<file path="config.mk">
export PLATFORM = sky130hd
export DESIGN_NAME = serial_rx_buffer
export DESIGN_NICKNAME = d
export VERILOG_FILES = /design/src/rtl/serial_rx_buffer.sv
export SDC_FILE = /design/constraint.sdc
export NUM_CORES = 1
export LEC_CHECK = 0
export BUFFER_PORTS_ARGS = -buffer_cell sky130_fd_sc_hd__buf_2
export CORE_ASPECT_RATIO = 0.5
export CORE_MARGIN = 2
export CORE_UTILIZATION = 60
export DETAILED_ROUTE_END_ITERATION = 8
export PLACE_DENSITY = 0.85
export SKIP_CTS_REPAIR_TIMING = 1
export SLEW_MARGIN = 20
export SYNTH_ARGS = -nofsm -noshare
export SYNTH_HDL_FRONTEND = slang
export SYNTH_SLANG_ARGS = --single-unit
</file>
<file path="constraint.sdc">
create_clock -name clk -period 7.28 [get_ports clk]
set_input_delay 0.364 -clock clk [delete_from_list [all_inputs] [get_ports clk]]
set_output_delay 0.364 -clock clk [all_outputs]
set_load 0.03 [all_outputs]
</file>
<file path="src/rtl/serial_rx_buffer.sv">
module serial_rx_buffer #(
  parameter int HOLD = 3
) (
  input  logic       clk,
  input  logic       rst,
  input  logic       tick16,
  input  logic       clk_sel,
  input  logic       rx_clk1x,
  input  logic       rxd,
  input  logic [1:0] cfg_len,
  input  logic [1:0] par_mode,
  input  logic       par_force,
  input  logic       wake_en,
  input  logic       rts_auto,
  input  logic       flag_sel,
  input  logic       rd,
  input  logic       clr_err,
  output logic [7:0] rx_data,
  output logic       rdy,
  output logic       full,
  output logic       err_par,
  output logic       err_frm,
  output logic       ovr,
  output logic       brk_active,
  output logic       brk_evt,
  output logic       rts_n,
  output logic       flag_n
);
  localparam int PW = (HOLD > 1) ? $clog2(HOLD) : 1;
  localparam int CW = $clog2(HOLD + 1);
  localparam int EW = 10;

  typedef enum logic [2:0] {S_IDLE, S_START, S_DATA, S_PAR, S_STOP, S_BCHK, S_BRK} st_t;

  st_t          st;
  logic [3:0]   ph;
  logic [2:0]   bi;
  logic [7:0]   sh;
  logic         pbit, awake, c1q;

  logic [EW-1:0] mem [HOLD];
  logic [PW-1:0] wp, rp;
  logic [CW-1:0] cnt;
  logic [EW-1:0] pend;
  logic          pv;

  wire rise   = rx_clk1x & ~c1q;
  wire bit_ev = clk_sel ? rise : tick16;
  wire half   = (st == S_START) || (st == S_BCHK);
  wire samp   = clk_sel ? rise : (tick16 && ph == (half ? 4'd7 : 4'd15));
  wire [2:0] last = {1'b0, cfg_len} + 3'd4;
  wire slot   = wake_en || (par_mode != 2'b00);

  wire stop_now = (st == S_STOP) && samp;
  wire ones     = ^sh;
  logic pe;
  always_comb begin
    if (wake_en) pe = pbit;
    else case (par_mode)
      2'b01:   pe = ones ^ pbit;
      2'b10:   pe = ~(ones ^ pbit);
      2'b11:   pe = pbit ^ par_force;
      default: pe = 1'b0;
    endcase
  end

  wire           push   = stop_now && (!wake_en || awake || pbit);
  wire [EW-1:0]  newent = {~rxd, pe, sh};

  always_ff @(posedge clk) begin
    c1q     <= rx_clk1x;
    brk_evt <= 1'b0;
    if (rst) begin
      st    <= S_IDLE;
      ph    <= 4'd0;
      bi    <= 3'd0;
      sh    <= 8'd0;
      pbit  <= 1'b0;
      awake <= 1'b0;
      c1q   <= 1'b0;
    end else begin
      if (!clk_sel && tick16) ph <= samp ? 4'd0 : ph + 4'd1;
      awake <= wake_en && (awake || (stop_now && pbit));
      case (st)
        S_IDLE:
          if (bit_ev && !rxd) begin
            ph   <= 4'd0;
            bi   <= 3'd0;
            sh   <= 8'd0;
            pbit <= 1'b0;
            st   <= clk_sel ? S_DATA : S_START;
          end
        S_START:
          if (samp) st <= rxd ? S_IDLE : S_DATA;
        S_DATA:
          if (samp) begin
            sh[bi] <= rxd;
            bi     <= bi + 3'd1;
            if (bi == last) st <= slot ? S_PAR : S_STOP;
          end
        S_PAR:
          if (samp) begin
            pbit <= rxd;
            st   <= S_STOP;
          end
        S_STOP:
          if (samp) st <= rxd ? S_IDLE : S_BCHK;
        S_BCHK:
          if (bit_ev && rxd) st <= S_IDLE;
          else if (samp) begin
            st      <= S_BRK;
            brk_evt <= 1'b1;
          end
        S_BRK:
          if (bit_ev && rxd) begin
            st      <= S_IDLE;
            brk_evt <= 1'b1;
          end
        default: st <= S_IDLE;
      endcase
    end
  end

  wire           pop   = rd && (cnt != '0);
  wire           room  = (cnt != CW'(HOLD)) || pop;
  wire           mv    = pv && pop;
  wire           wr    = mv || (push && room && !pv);
  wire [EW-1:0]  wdat  = pv ? pend : newent;
  wire           spill = push && !room;

  always_ff @(posedge clk) begin
    if (wr) mem[wp] <= wdat;
    if (rst) begin
      wp   <= '0;
      rp   <= '0;
      cnt  <= '0;
      pv   <= 1'b0;
      pend <= '0;
      ovr  <= 1'b0;
    end else begin
      if (wr)  wp <= (wp == PW'(HOLD - 1)) ? '0 : wp + PW'(1);
      if (pop) rp <= (rp == PW'(HOLD - 1)) ? '0 : rp + PW'(1);
      cnt <= cnt + CW'(wr) - CW'(pop);
      if (mv) begin
        pv <= push;
        if (push) pend <= newent;
      end else if (spill) begin
        pv   <= 1'b1;
        pend <= newent;
      end
      if (spill && pv) ovr <= 1'b1;
      else if (clr_err) ovr <= 1'b0;
    end
  end

  wire [EW-1:0] head = mem[rp];
  assign rdy        = (cnt != '0);
  assign full       = (cnt == CW'(HOLD));
  assign rx_data    = rdy ? head[7:0] : 8'd0;
  assign err_par    = rdy & head[8];
  assign err_frm    = rdy & head[9];
  assign brk_active = (st == S_BRK);
  assign rts_n      = rts_auto & full;
  assign flag_n     = ~(flag_sel ? full : rdy);
endmodule

</file>
==> out/summary.txt, run 1 <==
GPL Wtd Cong = 0.976
Final-stage net count = 398
Violated checks = design-rule violations
Setup TNS = 0 ns
Max_cap viols = 0
Buffers on Ports = 32
Post-detail-place hpwl = 5180 um
Yosys top cell by area = edfxtp_1
CP required = 7.25 ns
Yosys top cell area share = 25.2%
Crit Path Max Fanout = 21
Synthesized net count = 372
Vias in the first global route = 2671
Final Power = 0.00111 W
GRT overflow = 0
Worst setup path category = register to register
Post-synth EDFFs = 30
Worst Max-Slew Pin Slew = 0.760 ns
CTS sink cnt = 72
First-pass GRT wire length = 12400 um
Hold EP = c1q$_SDFF_PP0_
DR WL/cell = 16.4 um
Clock buffer depth = 2
Syn_area_per_cell = 10.2 um2
WL final = 7480 um
Worst-path clk slew = 0.06 ns
PwrDens = 276 nW/um2
Commonest non-fill, non-tap cell in the layout = nor2_1
Worst Setup End Kind = register
CTS tree = yes
Detail Route Antenna Nets = 0
Core box area = 5610 um2
Reg-to-reg startpoint = st[1]$_SDFFE_PP0P_
Unique cell type count in the Yosys netlist = 59
Initial Util = 63.7%
Synthesized flop and latch total = 72
Crit path DAT = 2.79 ns
Syn Inst Count = 352
Clk_skew = 0.00855 ns
Std cell rows = 19
Hold depth = 2
Max Transition Viols Final = 0
Worst-skew pair later-pin latency = 0.34 ns
H-tree depth = 3
Min-delay worst type = input pin to register
Ports = 33
Post-Syn Area = 3570 um2
Largest net degree at the start of global routing = 31
# DRC = 2
# setup viols final = 0
Leakage power = 1.60 nW
Dominant synthesized flop cell = dfxtp_1
Startpoint Class = register
Initial drt markers = 233
Worst-case register-to-register setup slack = 4.46 ns
Num CTS Buffers = 9
Reg2Reg Depth = 5
Period utilization = 38.8%
ANT cells = 0
Async SR Flop Fraction = 0%
Via count = 2782
Worst hold start = rx_clk1x
Chip width = 113 um
Die Height = 58.6 um
Area contributors post-synth = edfxtp_1, dfxtp_1, mux2i_1, nor2_1, a21oi_1
Fin crit period = 2.82 ns
Via/cell ratio = 6.10
Status = complete, but fails checks
Sequential cell area fraction in the yosys report = 48.7%
Most frequent cells in the layout = nor2_1, dfxtp_1, buf_2
Total track usage = 24.6%
Max_slew headroom = 49.3%
Initial antenna violation count = 0
Peak VDD IR = 0.000124 V
Iteration count of the initial detailed-routing pass = 9
Reg-to-reg endpoint = mem[1][3]$_DFFE_PP_
Final Hold Fails = 0
Yosys warns = 0
Syn-to-layout area delta = 12.9%
Die area = 6630 um2
Root Driver = clkbuf_16
Fmax = 354 MHz
RSZ-0062 raised after global routing = false
Fraction of layout cells with a size suffix above 1 = 16.7%
==> layer usage <==
layer | vias to the layer above | routed length (um) | GRT usage (%)
met1 | 1287 | 3360 | 30.6
met2 | 133 | 3470 | 39.9
met3 | 21 | 552 | 9.58
li1 | 1341 | - | -
met4 | 0 | 102 | 9.06
met5 | - | 0 | 0
==> stage by stage <==
stage / util (%) / worst slack, ns / hold slack (ns) / cells / instance area (um2)
after CTS: 71.9 / 4.50 / 0.287 / 456 / 4030
after global placement: 66.6 / 4.63 / 0.458 / 440 / 3740
after floorplan: - / 4.73 / 0.452 / 352 / 3570
final: 71.9 / 4.46 / 0.293 / 456 / 4030
after global routing: 71.9 / 4.23 / 0.305 / 456 / 4030
after detailed placement: 66.6 / 4.59 / 0.488 / 440 / 3740
==> Yosys cell counts, types with 3 or more instances <==
cell type	number
a31oi_1	3
a21oi_1	24
nor2b_1	4
or3_1	3
nand4_1	5
nor4_1	7
xor2_1	3
edfxtp_1	30
nand3_1	5
xnor2_1	8
ha_1	4
nor3_1	8
o31ai_1	4
dfxtp_1	42
mux2_2	10
o2111ai_1	3
mux2i_1	27
nand2_1	26
inv_1	15
or4_1	3
o21ai_0	8
buf_6	3
nand2b_1	3
nor3b_1	4
clkbuf_1	13
nor2_1	44
==> worst max-delay path by stage <==
stage,startpoint,depth (start not counted),to,slack (ns)
floorplan,ph[0]$_SDFF_PP0_,5,mem[2][0]$_DFFE_PP_,4.73
global placement,st[1]$_SDFFE_PP0P_,5,mem[1][2]$_DFFE_PP_,4.63
detailed placement,clk_sel,6,mem[1][3]$_DFFE_PP_,4.59
CTS,st[1]$_SDFFE_PP0P_,5,mem[1][3]$_DFFE_PP_,4.50
global route,st[1]$_SDFFE_PP0P_,5,mem[1][0]$_DFFE_PP_,4.23
finish,st[1]$_SDFFE_PP0P_,5,mem[1][3]$_DFFE_PP_,4.46
==> cell type report <==
type                    instances  area [um2]
clock inverters                 7        70.1
multi-input cells             247        1680
inverters                      15        56.3
flip-flops and latches         72        1740
repair buffers                 33         168
well taps                      73        91.3
clock buffers                   9         225
fillers                       389        1580
==> sequential cells by signal, indices dropped and copies added, names as in the netlist, 2 cells and up, named ones only <==
register	flops
sh	8
wp	2
pend	10
st	3
rp	2
mem	30
cnt	2
bi	3
ph	4
==> power by group <==
part           internal (W)  leakage, nW  switching [W]  total, W
clock              0.000264        0.137       0.000166  0.000430
sequential         0.000433        0.631      0.0000366  0.000469
combinational     0.0000724        0.832       0.000139  0.000212
==> kinds of logic after synthesis <==
kind of cell    synth area share, %
compound gates                 11.9
mux                            10.7
flops                          48.7
fa+ha+maj                      1.68
xor+xnor                       4.62
buf+inv                        4.24
simple gates                   18.1
==> worst max-delay path, cell delays in order (launching register included) <==
cell	delay, ns
dfxtp_1	0.52
nor3b_1	0.42
o21ai_1	0.17
o41a_1	0.48
or2_2	0.32
nor2_1	0.54
Note: power is estimated with default switching activity, not from simulation.
==> run 2, diff against run 1 <==
CORE_UTILIZATION = 59   (was 60)
PLACE_DENSITY = 0.84   (was 0.85)
clock period = 2.7 ns   (was 7.28 ns; I/O delays follow)
==> run 2 against run 1 <==
Effect of this change: the run now ends clean; sequential cell count unchanged; final cell count rose by 1.3%; die area is 1.6% higher; clock power grew to 2.6 times the previous value; critical path depth up 1; fmax grew 12%; routed wire length grew 4.8%; utilization is essentially flat; register-to-register slack worse by 4.3 ns.
==> out/summary.txt, run 2 (same netlist as run 1, synthesis figures left out) <==
Status = completed (was complete, but fails checks)
Worst-skew pair later-pin latency = 0.33 ns (was 0.34 ns)
Num CTS Buffers = 9 (unchanged)
Most frequent cells in the layout = nor2_1, dfxtp_1, buf_2 (unchanged)
Die Height = 59.0 um (was 58.6 um)
Std cell rows = 19 (unchanged)
CP cell instances = ha_1 > and4b_1 > a21oi_2 > o41a_1 > or3_1 > inv_1 (was nor3b_1 > o21ai_1 > o41a_1 > or2_2 > nor2_1)
Final Hold Fails = 0 (unchanged)
H-tree depth = 3 (unchanged)
Chip width = 114 um (was 113 um)
Crit-path slowest cell = o41a_1 (was nor2_1)
Root Driver = clkbuf_16 (unchanged)
CTS tree = yes (unchanged)
Min-delay worst type = input pin to register (unchanged)
Via count = 2774 (was 2782)
DR WL/cell = 17.0 um (was 16.4 um)
Worst setup path category = register to register (unchanged)
Setup WS post-layout = 0.179 ns (was 4.46 ns)
Initial Util = 63.2% (was 63.7%)
ANT cells = 0 (unchanged)
Crit path DAT = 2.51 ns (was 2.79 ns)
Setup TNS = 0 ns (unchanged)
Via/cell ratio = 6.00 (was 6.10)
Ports = 33 (unchanged)
Max_cap viols = 0 (unchanged)
Fmax = 397 MHz (was 354 MHz)
Max_slew headroom = 49.7% (was 49.3%)
Post-detail-place hpwl = 5370 um (was 5180 um)
Crit Path Max Fanout = 10 (was 21)
WL final = 7840 um (was 7480 um)
GPL Wtd Cong = 0.926 (was 0.976)
Max Transition Viols Final = 0 (unchanged)
Max FFs per register = 30 (unchanged)
Top flop regs = mem: 30 flops, pend: 10 flops, sh: 8 flops (unchanged)
Clock buffer depth = 2 (unchanged)
Largest net degree at the start of global routing = 31 (unchanged)
Post-place setup slack = 0.257 ns (was 4.59 ns)
Max incr delay on CP = 0.50 ns (was 0.54 ns)
Detail Route Antenna Nets = 0 (unchanged)
Peak VDD IR = 0.000444 V (was 0.000124 V)
Die area = 6730 um2 (was 6630 um2)
Final-stage net count = 404 (was 398)
Commonest non-fill, non-tap cell in the layout = nor2_1 (unchanged)
Clk_skew = 0.00635 ns (was 0.00855 ns)
Initial drt markers = 199 (was 233)
Buffers on Ports = 32 (unchanged)
Final Util = 71.9% (about the same)
Worst-path clk slew = 0.06 ns (about the same)
Startpoint Class = register (unchanged)
Fraction of layout cells with a size suffix above 1 = 18.5% (was 16.7%)
PwrDens = 736 nW/um2 (was 276 nW/um2)
Final Cell Area = 4070 um2 (was 4030 um2)
Final Power = 0.00300 W (was 0.00111 W)
# DRC = 0 (was 2)
Iteration count of the initial detailed-routing pass = 4 (was 9)
CTS sink cnt = 72 (unchanged)
Largest Register = mem (unchanged)
Leakage power = 1.63 nW (was 1.60 nW)
RSZ-0062 raised after global routing = false (unchanged)
Worst Setup End Kind = register (unchanged)
Syn-to-layout area delta = 13.9% (was 12.9%)
Period utilization = 93.4% (was 38.8%)
Fillers = 383 (was 389)
CP required = 2.69 ns (was 7.25 ns)
Initial antenna violation count = 0 (unchanged)
Vias in the first global route = 2618 (was 2671)
Placement-stage cell area = 3780 um2 (was 3740 um2)
Core box area = 5660 um2 (was 5610 um2)
# setup viols final = 0 (unchanged)
Worst Max-Slew Pin Slew = 0.752 ns (was 0.760 ns)
GRT overflow = 0 (unchanged)
Fin crit period = 2.52 ns (was 2.82 ns)
Total track usage = 25.0% (was 24.6%)
First-pass GRT wire length = 12800 um (was 12400 um)
==> run 2: path summary, 6_finish.rpt <==
path,from,endpoint,slack [ns],cells past startpoint
max,ph[0]$_SDFF_PP0_,mem[0][1]$_DFFE_PP_,0.18,6
min,rx_clk1x,c1q$_SDFF_PP0_,0.06,2
max reg2reg,ph[0]$_SDFF_PP0_,mem[0][1]$_DFFE_PP_,0.18,6
min reg2reg,ph[1]$_SDFF_PP0_,ph[1]$_SDFF_PP0_,0.49,2
==> run 2: power by group <==
part	switching [W]	total, W	internal (W)
Combinational	0.000424	0.000640	0.000216
Sequential	0.0000622	0.00123	0.00117
Clock	0.000487	0.00113	0.000640
==> run 2: area by class of cell <==
type	count	area [um2]	area share (%)
timing repair buffer	39	213	5.23
multi-input combinational	247	1680	41.3
clock inverter	7	61.3	1.51
inverter	15	56.3	1.38
tap	73	91.3	2.24
sequential	72	1740	42.8
clock buffer	9	225	5.54
==> run 2: per-layer routing <==
metal | global-route usage (%) | up-vias | share of wire, %
li1 | - | 1347 | -
met1 | 32.1 | 1318 | 44
met2 | 42.2 | 95 | 47
met3 | 8.28 | 14 | 6.9
met4 | 5.57 | 0 | 1.2
met5 | 0 | - | 0
==> run 2: critical path: cells and delay by family (launching register included) <==
family / cells / cell delay [ns]
DFF: 1 / 0.37
and+or+nand+nor: 2 / 0.66
adders and majority gates: 1 / 0.22
AOI/OAI and AO/OA: 2 / 0.60
buffers and inverters: 1 / 0.33
==> run 2: metrics by stage <==
stage	hold WS, ns	cells
floorplan	0.263	352
global placement	0.389	446
detailed placement	0.388	446
CTS	0.0566	462
global route	0.0963	462
finish	0.0599	462
